$ cat src/rtl/pmg_pkg.sv
package pmg_pkg;

    // Verdict produced by the policy stage for one access
    typedef struct packed {
        logic rd_grant;
        logic wr_grant;
        logic wr_deny;
        logic rd_mask;
    } verdict_t;

    localparam int DEF_ADDR_W    = 22;
    localparam int DEF_DATA_W    = 8;
    localparam int DEF_N_USER    = 4;
    localparam int DEF_BLK_SHIFT = 13;
    localparam int DEF_BOOT_SIZE = 512;

endpackage

$ cat src/rtl/pmg_region_dec.sv
module pmg_region_dec #(
    parameter int ADDR_W    = 22,
    parameter int N_USER    = 4,
    parameter int BLK_SHIFT = 13,
    parameter int BOOT_SIZE = 512,
    localparam int N_REG    = N_USER + 1,
    localparam int RW       = $clog2(N_REG + 1)
) (
    input  logic [ADDR_W-1:0] addr,
    output logic [RW-1:0]     region,
    output logic              unimpl
);

    localparam logic [ADDR_W-1:0] MEM_TOP  = ADDR_W'(N_USER) << BLK_SHIFT;
    localparam logic [ADDR_W-1:0] BOOT_TOP = ADDR_W'(BOOT_SIZE);

    logic [ADDR_W-1:0] blk_num;

    always_comb begin
        blk_num = addr >> BLK_SHIFT;
        if (addr >= MEM_TOP) begin
            region = RW'(N_REG);
            unimpl = 1'b1;
        end else if (addr < BOOT_TOP) begin
            region = '0;
            unimpl = 1'b0;
        end else begin
            region = RW'(blk_num) + RW'(1);
            unimpl = 1'b0;
        end
    end

    // an implemented address always maps to a real region index
    always_comb begin
        if (!unimpl) begin
            assert_region_in_range_R1: assert (region < RW'(N_REG));
        end
    end

endmodule

$ cat src/rtl/pmg_cfg_reg.sv
module pmg_cfg_reg #(
    parameter int NB = 5
) (
    input  logic          clk,
    input  logic          rst_n,
    input  logic [NB-1:0] nv_wp,
    input  logic [NB-1:0] nv_rp,
    input  logic [NB-1:0] nv_cp,
    input  logic          erase_req,
    input  logic          cfg_we,
    input  logic [NB-1:0] cfg_wp,
    input  logic [NB-1:0] cfg_rp,
    input  logic [NB-1:0] cfg_cp,
    output logic [NB-1:0] prot_wp,
    output logic [NB-1:0] prot_rp,
    output logic [NB-1:0] prot_cp
);

    typedef struct packed {
        logic [NB-1:0] wp;
        logic [NB-1:0] rp;
        logic [NB-1:0] cp;
    } cfg_t;

    cfg_t cfg_d, cfg_q;

    always_comb begin
        cfg_d = cfg_q;
        if (erase_req) begin
            cfg_d.wp = '1;
            cfg_d.rp = '1;
            cfg_d.cp = '1;
        end else if (cfg_we) begin
            cfg_d.wp = cfg_q.wp & cfg_wp;
            cfg_d.rp = cfg_q.rp & cfg_rp;
            cfg_d.cp = cfg_q.cp & cfg_cp;
        end
    end

    always_ff @(posedge clk) begin
        if (!rst_n) begin
            cfg_q.wp <= nv_wp;
            cfg_q.rp <= nv_rp;
            cfg_q.cp <= nv_cp;
        end else begin
            cfg_q <= cfg_d;
        end
    end

    assign prot_wp = cfg_q.wp;
    assign prot_rp = cfg_q.rp;
    assign prot_cp = cfg_q.cp;

    // without an erase, no protection bit ever rises
    assert_no_bit_set_R6: assert property (@(posedge clk) disable iff (!rst_n)
        !erase_req |=> ((cfg_q & ~$past(cfg_q)) == '0));

    // erase drives every bit to 1 regardless of a configuration write
    assert_erase_all_ones_R7: assert property (@(posedge clk) disable iff (!rst_n)
        erase_req |=> (&prot_wp && &prot_rp && &prot_cp));

    // a configuration write clears exactly the bits written as 0
    assert_cfg_and_merge_R6: assert property (@(posedge clk) disable iff (!rst_n)
        (cfg_we && !erase_req) |=> (prot_wp == ($past(prot_wp) & $past(cfg_wp))));

endmodule

$ cat src/rtl/pmg_policy.sv
module pmg_policy
    import pmg_pkg::*;
#(
    parameter int NB = 5,
    localparam int RW = $clog2(NB + 1)
) (
    input  logic          acc_valid,
    input  logic          acc_write,
    input  logic [RW-1:0] addr_region,
    input  logic          addr_unimpl,
    input  logic [RW-1:0] pc_region,
    input  logic [NB-1:0] wp,
    input  logic [NB-1:0] rp,
    output verdict_t      verdict
);

    logic wp_bit;
    logic rp_bit;
    logic same_blk;
    logic rd_ok;
    logic wr_ok;

    // Select the protection bits of the target region
    always_comb begin
        wp_bit = 1'b0;
        rp_bit = 1'b0;
        for (int i = 0; i < NB; i++) begin
            if (addr_region == RW'(i)) begin
                wp_bit = wp[i];
                rp_bit = rp[i];
            end
        end
    end

    always_comb begin
        same_blk = (pc_region == addr_region) && !addr_unimpl;
        wr_ok    = !addr_unimpl && wp_bit;
        rd_ok    = !addr_unimpl && (rp_bit || same_blk);

        verdict.wr_grant = acc_valid &&  acc_write && wr_ok;
        verdict.wr_deny  = acc_valid &&  acc_write && !wr_ok;
        verdict.rd_grant = acc_valid && !acc_write && rd_ok;
        verdict.rd_mask  = acc_valid && !acc_write && !rd_ok;
    end

    // at most one outcome per access
    always_comb begin
        assert_single_outcome_R2: assert ($onehot0({verdict.rd_grant, verdict.wr_grant,
                                                    verdict.wr_deny, verdict.rd_mask}));
    end

endmodule

$ cat src/rtl/pmem_guard.sv
module pmem_guard
    import pmg_pkg::*;
#(
    parameter int ADDR_W    = DEF_ADDR_W,
    parameter int DATA_W    = DEF_DATA_W,
    parameter int N_USER    = DEF_N_USER,
    parameter int BLK_SHIFT = DEF_BLK_SHIFT,
    parameter int BOOT_SIZE = DEF_BOOT_SIZE,
    localparam int NB       = N_USER + 1,
    localparam int RW       = $clog2(NB + 1)
) (
    input  logic              clk,
    input  logic              rst_n,
    input  logic [NB-1:0]     nv_wp,
    input  logic [NB-1:0]     nv_rp,
    input  logic [NB-1:0]     nv_cp,
    input  logic              erase_req,
    input  logic              cfg_we,
    input  logic [NB-1:0]     cfg_wp,
    input  logic [NB-1:0]     cfg_rp,
    input  logic [NB-1:0]     cfg_cp,
    input  logic              acc_valid,
    input  logic              acc_write,
    input  logic [ADDR_W-1:0] acc_addr,
    input  logic [ADDR_W-1:0] acc_pc,
    input  logic [DATA_W-1:0] acc_wdata,
    input  logic [DATA_W-1:0] flash_rdata,
    output logic              flash_we,
    output logic [ADDR_W-1:0] flash_addr,
    output logic [DATA_W-1:0] flash_wdata,
    output logic              rd_valid,
    output logic [DATA_W-1:0] rd_data,
    output logic              write_denied,
    output logic              read_masked,
    output logic [NB-1:0]     prot_wp,
    output logic [NB-1:0]     prot_rp,
    output logic [NB-1:0]     prot_cp
);

    typedef struct packed {
        logic              we;
        logic [ADDR_W-1:0] addr;
        logic [DATA_W-1:0] wdata;
        logic              rvalid;
        logic [DATA_W-1:0] rdata;
        logic              wdeny;
        logic              rmask;
    } out_t;

    out_t out_d, out_q;

    // Region decode for the target address (0) and the program counter (1)
    logic [ADDR_W-1:0] dec_in     [2];
    logic [RW-1:0]     dec_region [2];
    logic              dec_unimpl [2];

    assign dec_in[0] = acc_addr;
    assign dec_in[1] = acc_pc;

    for (genvar g = 0; g < 2; g++) begin : g_dec
        pmg_region_dec #(
            .ADDR_W    (ADDR_W),
            .N_USER    (N_USER),
            .BLK_SHIFT (BLK_SHIFT),
            .BOOT_SIZE (BOOT_SIZE)
        ) u_dec (
            .addr   (dec_in[g]),
            .region (dec_region[g]),
            .unimpl (dec_unimpl[g])
        );
    end

    logic pc_unimpl_unused;
    assign pc_unimpl_unused = dec_unimpl[1];

    pmg_cfg_reg #(.NB(NB)) u_cfg (
        .clk       (clk),
        .rst_n     (rst_n),
        .nv_wp     (nv_wp),
        .nv_rp     (nv_rp),
        .nv_cp     (nv_cp),
        .erase_req (erase_req),
        .cfg_we    (cfg_we),
        .cfg_wp    (cfg_wp),
        .cfg_rp    (cfg_rp),
        .cfg_cp    (cfg_cp),
        .prot_wp   (prot_wp),
        .prot_rp   (prot_rp),
        .prot_cp   (prot_cp)
    );

    verdict_t verdict;

    pmg_policy #(.NB(NB)) u_policy (
        .acc_valid   (acc_valid),
        .acc_write   (acc_write),
        .addr_region (dec_region[0]),
        .addr_unimpl (dec_unimpl[0]),
        .pc_region   (dec_region[1]),
        .wp          (prot_wp),
        .rp          (prot_rp),
        .verdict     (verdict)
    );

    always_comb begin
        out_d        = '0;
        out_d.we     = verdict.wr_grant;
        out_d.addr   = verdict.wr_grant ? acc_addr  : '0;
        out_d.wdata  = verdict.wr_grant ? acc_wdata : '0;
        out_d.rvalid = verdict.rd_grant || verdict.rd_mask;
        out_d.rdata  = verdict.rd_grant ? flash_rdata : '0;
        out_d.wdeny  = verdict.wr_deny;
        out_d.rmask  = verdict.rd_mask;
    end

    always_ff @(posedge clk) begin
        if (!rst_n) begin
            out_q <= '0;
        end else begin
            out_q <= out_d;
        end
    end

    assign flash_we     = out_q.we;
    assign flash_addr   = out_q.addr;
    assign flash_wdata  = out_q.wdata;
    assign rd_valid     = out_q.rvalid;
    assign rd_data      = out_q.rdata;
    assign write_denied = out_q.wdeny;
    assign read_masked  = out_q.rmask;

    // a write into a region with write-protect 0 never reaches the flash
    assert_wp_blocks_write_R2: assert property (@(posedge clk) disable iff (!rst_n)
        (acc_valid && acc_write && !dec_unimpl[0] && (prot_wp == '0))
        |=> (!flash_we && write_denied));

    // a masked read carries zero data
    assert_masked_read_zero_R4: assert property (@(posedge clk) disable iff (!rst_n)
        read_masked |-> (rd_valid && rd_data == '0));

    // unimplemented target address never produces a flash write
    assert_unimpl_no_write_R8: assert property (@(posedge clk) disable iff (!rst_n)
        (acc_valid && dec_unimpl[0]) |=> !flash_we);

    // no request means no result in the following cycle
    assert_idle_quiet_R10: assert property (@(posedge clk) disable iff (!rst_n)
        !acc_valid |=> !(flash_we || rd_valid || write_denied || read_masked));

endmodule

$ cat config.mk
export PLATFORM = sky130hd
export DESIGN_NAME = pmem_guard
export DESIGN_NICKNAME = d
export VERILOG_FILES = /design/src/rtl/pmg_pkg.sv /design/src/rtl/pmg_region_dec.sv /design/src/rtl/pmg_cfg_reg.sv /design/src/rtl/pmg_policy.sv /design/src/rtl/pmem_guard.sv
export SDC_FILE = /design/constraint.sdc
export NUM_CORES = 1
export LEC_CHECK = 0
export CAP_MARGIN = 20
export CORE_ASPECT_RATIO = 0.6
export CORE_UTILIZATION = 36
export CTS_CLUSTER_DIAMETER = 80
export DETAILED_ROUTE_END_ITERATION = 10
export HOLD_SLACK_MARGIN = 0.15
export PLACE_DENSITY = 0.81
export SLEW_MARGIN = 20
export SYNTH_ARGS = -nofsm -noshare
export SYNTH_HDL_FRONTEND = slang
export SYNTH_SLANG_ARGS = --single-unit
$ cat constraint.sdc
create_clock -name clk -period 3 [get_ports clk]
set_clock_uncertainty 0.1 [all_clocks]
set_input_delay 0.75 -clock clk [delete_from_list [all_inputs] [get_ports clk]]
set_output_delay 0.75 -clock clk [all_outputs]
set_load 0.02 [all_outputs]
Word level (Yosys, flattened, before mapping)
Index checks and enable logic that the tools add are counted.
{"block": "op_classes", "addsub": 2, "magnitude_cmp": 4, "eq_ne": 6, "muxes": 18, "n_bitwise": 3, "reduce_logical": 18}
{"op": "$mux W15", "n": 3}
{"op": "$ge A22 B16 Y1 const B", "n": 2}
{"op": "$lt A22 B10 Y1 const B", "n": 2}
{"op": "$and A5 B5 Y5", "n": 3}
{"op": "$mux W3", "n": 4}
{"op": "$mux W1", "n": 11}
{"op": "$logic_and A1 B1 Y1", "n": 9}
{"op": "$add A3 B1 Y3 const B", "n": 2}
{"op": "$eq A3 B2 Y1 const B", "n": 2}
{"op": "$logic_not A1 Y1", "n": 4}
{"op": "$reduce_and A2 Y1", "n": 2}
{"op": "$eq A3 B1 Y1 const B", "n": 1}
{"op": "$eq A3 B3 Y1", "n": 1}
{"op": "$eq A3 B3 Y1 const B", "n": 1}
{"op": "$logic_not A3 Y1", "n": 1}
{"op": "$ne A3 B1 Y1 const B", "n": 1}
{"op": "$logic_or A1 B1 Y1", "n": 2}
{"block": "totals", "ff_bits": 57, "in_bits": 96, "elab_cells": 61}

Logic depth before layout (Yosys ltp)
Gate-level depths: netlist of run 1.
{"block": "logic_depth", "depth_word": 14, "depth_mapped": 10, "mapped_depth_nobuf": 8}

Hierarchy
Synthesis of run 1 repeated with hierarchy kept, for this count alone.
{"block": "hier_totals", "cells_unflattened": 208, "area_unflattened_um2": 2200.9}
{"mod": "pmem_guard", "n_inst": 1, "cells_each": 91, "area_each_um2": 1139.8}
{"mod": "pmg_cfg_reg", "n_inst": 1, "cells_each": 65, "area_each_um2": 685.7}
{"mod": "pmg_policy", "n_inst": 1, "cells_each": 26, "area_each_um2": 220.2}
{"mod": "pmg_region_dec", "n_inst": 2, "cells_each": 13, "area_each_um2": 77.6}

Worst setup path before layout of run 1
No wires, ideal clock.
{"block": "synth_path", "path_kind": "input to register", "startpoint": "in acc_addr[13]", "endpoint": "reg out_q (netlist bit rd_data[0])", "setup_ps": 60, "t_arrival_ps": 2532, "required_ps": 2840, "setup_slack_ps": 308, "path_stages": 10, "n_path_buf": 2, "path_cell_list": "buf_6 > inv_1 > ha_1 > buf_4 > nor2b_1 > o311ai_0 > nand2_1 > a221o_1 > o211ai_4 > and3_1"}
{"block": "synth_via", "elab_chain_cells": 13, "word_cells_on_any_way": 23, "classes_between": "add/sub: 1; order compare: 2; eq/ne: 5; mux: 8; reduce/logical: 7"}
{"element": "from (decl)", "line": "pmem_guard.sv:24", "source": "input logic [ADDR_W-1:0] acc_addr,"}
{"element": "$lt A22 B10 Y1 / $add A3 B1 Y3 (equally long branches)", "line": "pmg_region_dec.sv:24, pmg_region_dec.sv:28"}
{"element": "$mux W3", "line": "pmg_region_dec.sv:24", "source": "end else if (addr < BOOT_TOP) begin"}
{"element": "$mux W3", "line": "pmg_region_dec.sv:21", "source": "if (addr >= MEM_TOP) begin"}
{"element": "$logic_not A3 Y1", "line": "pmg_policy.sv:28", "source": "if (addr_region == RW'(i)) begin"}
{"element": "$mux W1 (5 in series)", "line": "pmg_policy.sv:28"}
{"element": "$logic_or A1 B1 Y1", "line": "pmg_policy.sv:38", "source": "rd_ok = !addr_unimpl && (rp_bit || same_blk);"}
{"element": "$logic_and A1 B1 Y1 *", "line": "pmg_policy.sv:38"}
{"element": "$logic_and A1 B1 Y1 *", "line": "pmg_policy.sv:42", "source": "verdict.rd_grant = acc_valid && !acc_write && rd_ok;"}
{"element": "$reduce_and A2 Y1 (no source line) *"}
{"element": "to (signal assigned)", "line": "pmem_guard.sv:120", "source": "out_q <= out_d;"}
{"element": "to (decl)", "line": "pmem_guard.sv:50", "source": "out_t out_d, out_q;"}
Every way passes the cells marked *; elsewhere a longest branch is shown, timed or not.
A chain may end at the register's enable or synchronous reset.

Worst setup path in the final report of run 1
{"block": "layout_path", "startpoint": "in acc_addr[14]", "endpoint": "reg out_q (netlist bit flash_wdata[1])"}
{"block": "layout_via", "elab_chain_cells": 12, "word_cells_on_any_way": 20, "classes_between": "add/sub: 1; order compare: 2; eq/ne: 4; mux: 8; reduce/logical: 5"}
{"element": "$lt A22 B10 Y1 / $add A3 B1 Y3 (equally long branches)", "line": "pmg_region_dec.sv:24, pmg_region_dec.sv:28"}
{"element": "$mux W3", "line": "pmg_region_dec.sv:24"}
{"element": "$mux W3", "line": "pmg_region_dec.sv:21"}
{"element": "$logic_not A3 Y1", "line": "pmg_policy.sv:28"}
{"element": "$mux W1 (5 in series)", "line": "pmg_policy.sv:28"}
{"element": "$logic_and A1 B1 Y1 *", "line": "pmg_policy.sv:37", "source": "wr_ok = !addr_unimpl && wp_bit;"}
{"element": "$logic_and A1 B1 Y1 *", "line": "pmg_policy.sv:40", "source": "verdict.wr_grant = acc_valid && acc_write && wr_ok;"}
{"element": "$reduce_and A2 Y1 (no source line) *"}
Marked as above.

==> results_dict.tcl, run 1 <==
set metrics [dict create \
    status "completed" \
    row_count 22 \
    wirelength_mm 6.271 \
    ir_worst_vdd_uv 255.9 \
    maxCapViolations 0 \
    power_frac_seq_pct 47.1 \
    rr_worst_depth 5 \
    ant_nets 0 \
    clock-sinks 57 \
    die_h_um 63.73 \
    clk_pin_slew_ps 60 \
    syn_area_mm2 0.002286 \
    max_clock_freq_mhz 357.7 \
    grt_setup_unrepaired "no" \
    synth_edf_count 15 \
    min_path_type "flip-flop to flip-flop" \
    pin_count 153 \
    p_switching_w 0.0004424 \
    slew_viol_final 0 \
    drt_drc_violations_left 0 \
    start_kind "input port" \
    cts_tree "done" \
    grt_pass1_wl_mm 9.991 \
    chipWidth_um 104.9 \
    route.vias.total 2186 \
    post_drt_wl_per_cell_um 13.26 \
    synth_xor_area_share_pct 1.149 \
    gp_congestion 0.7698 \
    synth-seq-cells 57 \
    ys_warn_count 0 \
    drive_above_1_share_pct 12.60 \
    crit_fanout 24 \
    cp.required_ps 3110 \
    cp_data_arrival_time_ps 2910 \
    final_cells 473 \
    drt_iter0_markers 107 \
    ys_types 48 \
    start_util_pct 37.41 \
    via_per_inst 4.622 \
    antennaDiodeCount 0 \
    syn2layout_area_growth_pct 80.95 \
    p_sw_share_pct 24.95 \
    dp_hpwl_mm 4.887 \
    synthMuxAreaShare_pct 0 \
    critPathKind "input port to flip-flop" \
    grt_remaining_overflow 0 \
    setup_violations 0 \
    synthArstFlopShare_pct 0 \
    worst_slack_ps 204.5 \
    die_area_mm2 0.006683 \
    dp_slack_ps -192.8 \
    fin_area_mm2 0.004136 \
    grt_antenna_before_repair 0 \
    port_buffers 143 \
    grt_usage_pct 19.38 \
    synthAdderAreaFrac_pct 2.189 \
    clkLatencyLatePin_ps 320 \
    hold_depth 2 \
    pwr-share-comb_pct 17.5 \
    synth_ff_type "dfxtp_1" \
    dp.cells 457 \
    clock_path_buffers 2 \
    nNetsFinal 484 \
    period_needed_ps 2796 \
    grt_max_degree 31 \
    holdPathEnd "write_denied$_SDFF_PN0_" \
    reg2reg_from "u_cfg.prot_wp[2]$_DFFE_PP_" \
    r2r-end "flash_wdata[1]$_SDFF_PN0_" \
    hp-start "u_cfg.prot_wp[4]$_DFFE_PP_" \
    pwr-share-clk_pct 35.3 \
    period_share_pct 93.18 \
    synth_compound_area_share_pct 14.61 \
    core-area_mm2 0.006111 \
    hold_viol_final 0 \
    ctsHtreeMaxLevel 3 \
    placed_area_mm2 0.003958 \
    r2r_setup_slack_ps 1280 \
    syn-instance-count 213 \
    grt_pass1_vias 2181 \
    cts_hold_buffers 0 \
    cts_setup_buffers 0 \
    synthSimpleGateAreaFrac_pct 22.39 \
    ctsResizeCount 0 \
    cts-root-buf "clkbuf_8" \
    avgSynthCellArea_um2 10.73 \
    synth_top_family_by_area "simple AND/OR/NAND/NOR gates" \
    p_per_area_mw_per_mm2 428.6 \
    drt-pass1-iter-count 5 \
    cts-buffers-inserted 9 \
    end_kind "flip-flop" \
    power.leakage_nw 1.616 \
    ys_seq_area_share_pct 56.49 \
    internal-power_w 0.001330 \
]
[registers in the layout, summed over array words and instances (netlist names)]
| name | cells |
|---|---|
| write_denied | 1 |
| flash_we | 1 |
| u_cfg.prot_wp | 5 |
| rd_valid | 1 |
| read_masked | 1 |
| flash_wdata | 8 |
| u_cfg.prot_rp | 5 |
| u_cfg.prot_cp | 5 |
| rd_data | 8 |
| flash_addr | 22 |
[per-layer routing]
| metal | share of wire (%) | track usage, % | routed length (um) | vias to the layer above |
|---|---|---|---|---|
| met4 | 0.54 | 5.810 | 34 | 0 |
| met5 | 0 | 0 | 0 | - |
| met2 | 47 | 33.86 | 2971 | 111 |
| met1 | 44 | 22.88 | 2750 | 970 |
| met3 | 8.2 | 6.108 | 515 | 6 |
| li1 | - | - | - | 1099 |
[cell usage after synthesis, drive strengths merged, types with 2 or more instances]
library cell,n,area share (%)
a21oi,33,7.4
buf,4,1.4
clkbuf,5,0.82
nand4,2,0.55
xnor2,2,0.77
edfxtp,15,20
nor2b,2,0.55
ha,4,2.2
nor4,3,1.8
nor2,19,3.1
and2,24,6.6
nand2,6,0.99
nand2b,3,0.82
nand3,2,0.44
o21ai,4,0.88
and3,8,2.2
a22oi,2,0.66
inv,5,0.82
nor3,5,1.3
a211oi,2,0.66
or4,4,1.8
dfxtp,42,37
[per-stage QoR]
stage	utilization, %	hold slack, ps	total power [W]	setup TNS (ps)
CTS	67.65	521.2	0.001793	0
detailed placement	64.76	512.3	0.001161	-5164
global placement	64.76	524.0	0.001155	-3283
floorplan	-	621.5	0.0009525	0
finish	67.69	525.4	0.001773	0
global route	67.69	571.7	0.001853	0
[worst max path at each step]
stage / from / end / slack [ps] / depth (start not counted)
3_5_place_dp: acc_addr[13] / rd_data[6]$_SDFF_PN0_ / -190 / 9
3_3_place_gp: acc_addr[13] / flash_wdata[3]$_SDFF_PN0_ / -120 / 9
2_1_floorplan: acc_addr[13] / rd_data[0]$_SDFF_PN0_ / 310 / 10
5_1_grt: acc_addr[13] / rd_data[6]$_SDFF_PN0_ / 80 / 9
6_report: acc_addr[14] / flash_wdata[1]$_SDFF_PN0_ / 200 / 9
4_1_cts: acc_addr[13] / rd_data[6]$_SDFF_PN0_ / 150 / 9
[cells by family (layout without fill, tap and decap cells)]
family                   count (synthesis)  after routing
buffers and inverters                   14            184
flip-flops                              57             57
AND/OR/NAND/NOR                         84             84
XOR/XNOR                                 3              3
other                                    1              7
AO/OA/AOI/OAI                           50             50
adder cells (fa/ha/maj)                  4              4
[power groups by stage]
stage          clock network (W)  logic [W]  registers, W
2_1_floorplan                  0  0.0000719      0.000881
3_3_place_gp                   0   0.000303      0.000852
3_5_place_dp                   0   0.000309      0.000852
4_1_cts                 0.000645   0.000312      0.000836
5_1_grt                 0.000680   0.000334      0.000839
6_report                0.000626   0.000311      0.000836
[layout by cell type, fill, tap and decap left out, types with 2 or more instances in the layout]
master	synthesis	layout
a211oi_1	2	2
a21oi_1	32	32
a22oi_1	2	2
and2_1	23	23
and3_1	8	8
buf_4	2	19
clkbuf_8	0	10
clkdlybuf4s50_1	0	143
clkinv_2	0	2
conb_1	1	7
dfxtp_1	42	42
edfxtp_1	15	15
ha_1	4	3
inv_1	5	5
inv_4	0	2
nand2_1	6	6
nand2b_1	3	3
nand3_1	2	2
nand4_1	2	2
nor2_1	19	19
nor2b_1	2	2
nor3_1	4	4
o21ai_0	3	3
or4_4	3	3
xnor2_1	2	2
[critical path: stages]
cell and delay [ps]:
clkdlybuf4s50_1 530, inv_1 80, ha_2 410, buf_4 140, or4b_1 420, o21ai_1 140, a21oi_2 100, buf_12 160
and2_1 160
[cell type report]
cell class	count	area, um2
Timing Repair Buffer	163	1594
Sequential cell	57	1291
Clock inverter	6	38.79
Inverter	5	18.77
Tap cell	84	105.1
Clock buffer	10	137.6
Fill cell	498	1974
Multi-Input combinational cell	148	950.9
Note: power is estimated with default switching activity, not from simulation.
==> run 2: changes to the inputs <==
Settings changed: CELL_PAD_IN_SITES_DETAIL_PLACEMENT set to 0, CELL_PAD_IN_SITES_GLOBAL_PLACEMENT set to 1, CORE_UTILIZATION 36 to 25, PLACE_DENSITY 0.81 to unset, PLACE_DENSITY_LB_ADDON set to 0.1, TNS_END_PERCENT set to 1.
==> results_dict.tcl, run 2 (same netlist as run 1, synthesis figures left out) <==
set metrics [dict create \
    setup_tns_ps 0 \
    ctsResizeCount 0 \
    cts-buffers-inserted 9 \
    final_cell_mix "clkdlybuf4s50_1 (143), dfxtp_1 (42), a21oi_1 (32)" \
    relSlewSlack_pct 63.99 \
    hold_depth 2 \
    nFillCells 840 \
    drt_iter0_markers 106 \
    violations "design-rule violations" \
    clk_pin_slew_ps 50 \
    route.vias.total 2121 \
    cp_data_arrival_time_ps 2900 \
    max_clock_freq_mhz 358.1 \
    p_switching_w 0.0004812 \
    clock-sinks 57 \
    critPathKind "input port to flip-flop" \
    setup_violations 0 \
    cts_tree "done" \
    drt-pass1-iter-count 8 \
    cp_cell_sequence "clkdlybuf4s50_1 > ha_1 > xnor2_2 > nand2_1 > or4b_1 > o21ai_1 > a21oi_2 > buf_4 > and2_1" \
    start_kind "input port" \
    die_area_mm2 0.009543 \
    grt_antenna_before_repair 0 \
    cp.required_ps 3110 \
    reg2reg_from "u_cfg.prot_wp[2]$_DFFE_PP_" \
    grt_max_degree 28 \
    hp-start "u_cfg.prot_cp[3]$_DFFE_PP_" \
    pin_count 153 \
    slew_viol_final 0 \
    busiest_layer "met1" \
    post_drt_wl_per_cell_um 13.22 \
    pwr-share-clk_pct 45.1 \
    clkLatencyLatePin_ps 320 \
    placed_area_mm2 0.003973 \
    p_per_area_mw_per_mm2 488.8 \
    p_sw_share_pct 23.05 \
    power_frac_seq_pct 40.1 \
    ant_nets 0 \
    crit_fanout 12 \
    internal-power_w 0.001607 \
    cts_hold_buffers 0 \
    hold_slack_ps 546.7 \
    cts-root-buf "clkbuf_16" \
    dp.cells 484 \
    via_per_inst 4.251 \
    period_share_pct 93.08 \
    chipWidth_um 125.5 \
    r2r_setup_slack_ps 1270 \
    path_buf_inv 2 \
    cts_setup_buffers 0 \
    clock_path_buffers 2 \
    syn2layout_area_growth_pct 86.86 \
    ctsHtreeMaxLevel 3 \
    end_kind "flip-flop" \
    holdPathEnd "u_cfg.prot_cp[3]$_DFFE_PP_" \
    dp_hpwl_mm 5.082 \
    grt_pass1_vias 1933 \
    drive_above_1_share_pct 12.40 \
    port_buffers 143 \
    tightest_slew_ps 538.2 \
    drt_drc_violations_left 11 \
    grt_pass1_wl_mm 10.41 \
    met3_usage_pct 5.829 \
    grt_setup_unrepaired "no" \
    pwr-share-comb_pct 14.8 \
    layout_commonest_cell "clkdlybuf4s50_1" \
    die_h_um 76.07 \
    period_needed_ps 2792 \
    critical-path-max-stage-delay_ps 480 \
    status "finished with violations" \
    regArea_mm2 0.001291 \
    row_count 26 \
    final_cells 499 \
    power.leakage_nw 1.666 \
    hold_viol_final 0 \
    path_delay_family "simple AND/OR/NAND/NOR gates" \
    nNetsFinal 483 \
    use_met1_pct 20.47 \
    multi_input_area_um2 968.4 \
    gp_congestion 0.7679 \
    start_util_pct 26.32 \
    wirelength_mm 6.599 \
    core-area_mm2 0.008686 \
    grt_remaining_overflow 0 \
    grt_usage_pct 14.31 \
    largest_reg_flops 22 \
    rr_worst_depth 5 \
    min_path_type "flip-flop to flip-flop" \
    r2r-end "flash_addr[12]$_SDFF_PN0_" \
    grtUsageMet2_pct 18.67 \
    slowest_stage "clkdlybuf4s50_1" \
    ir_worst_vdd_uv 240.8 \
    maxCapViolations 0 \
    fin_area_mm2 0.004272 \
    antennaDiodeCount 0 \
]
-- run 2: changes by cell type in the layout (fill, tap and decap cells not counted), moves of 2 or more --
cell       previous run  this run
clkinv_2              2         4
inv_4                 2         0
clkbuf_8             10         0
clkbuf_16             0        10
-- run 2: worst reg2reg max path, stage by stage (launching register included) --
cell,delay (ps)
edfxtp_1,410
or4b_1,530
o21ai_1,150
a21oi_2,90
buf_4,180
and2_1,160
-- run 2: per-layer routing --
metal | vias to the layer above | wire, um
met2 | 100 | 2538
met1 | 923 | 3391
met4 | 0 | 72
met3 | 6 | 595
met5 | - | 0
li1 | 1092 | -
-- run 2: final cells by class --
class | count | share of cell area [%]
Timing Repair Buffer | 162 | 36.85
Sequential cell | 57 | 30.23
Multi-Input combinational cell | 148 | 22.67
Clock buffer | 10 | 5.858
Tap cell | 112 | 3.281
Clock inverter | 5 | 0.6737
Inverter | 5 | 0.4394
-- run 2: worst max path at each step --
stage / start / to / slack, ps / cells after the start
finish: acc_addr[14] / flash_addr[12]$_SDFF_PN0_ / 210 / 9
global placement: acc_addr[13] / rd_data[0]$_SDFF_PN0_ / -170 / 9
CTS: acc_addr[14] / rd_data[5]$_SDFF_PN0_ / 140 / 9
global route: acc_addr[14] / flash_addr[12]$_SDFF_PN0_ / 80 / 10
detailed placement: acc_addr[14] / rd_data[0]$_SDFF_PN0_ / -190 / 9
floorplan: acc_addr[13] / rd_data[0]$_SDFF_PN0_ / 310 / 10
-- run 2: power groups by stage --
stage,logic [W],registers (W),clock network [W]
6_report,0.000309,0.000837,0.000942
5_1_grt,0.000333,0.000840,0.00100
4_1_cts,0.000307,0.000837,0.000963
3_5_place_dp,0.000305,0.000852,0
3_3_place_gp,0.000304,0.000853,0
2_1_floorplan,0.0000719,0.000881,0
-- run 2: per-stage QoR --
step | setup slack (ps) | power [W] | util, %
finish | 207.7 | 0.002088 | 49.18
global route | 84.55 | 0.002177 | 49.18
CTS | 137.1 | 0.002108 | 48.95
detailed placement | -189.3 | 0.001157 | 45.74
global placement | -174.9 | 0.001156 | 45.74
floorplan | 307.9 | 0.0009525 | -
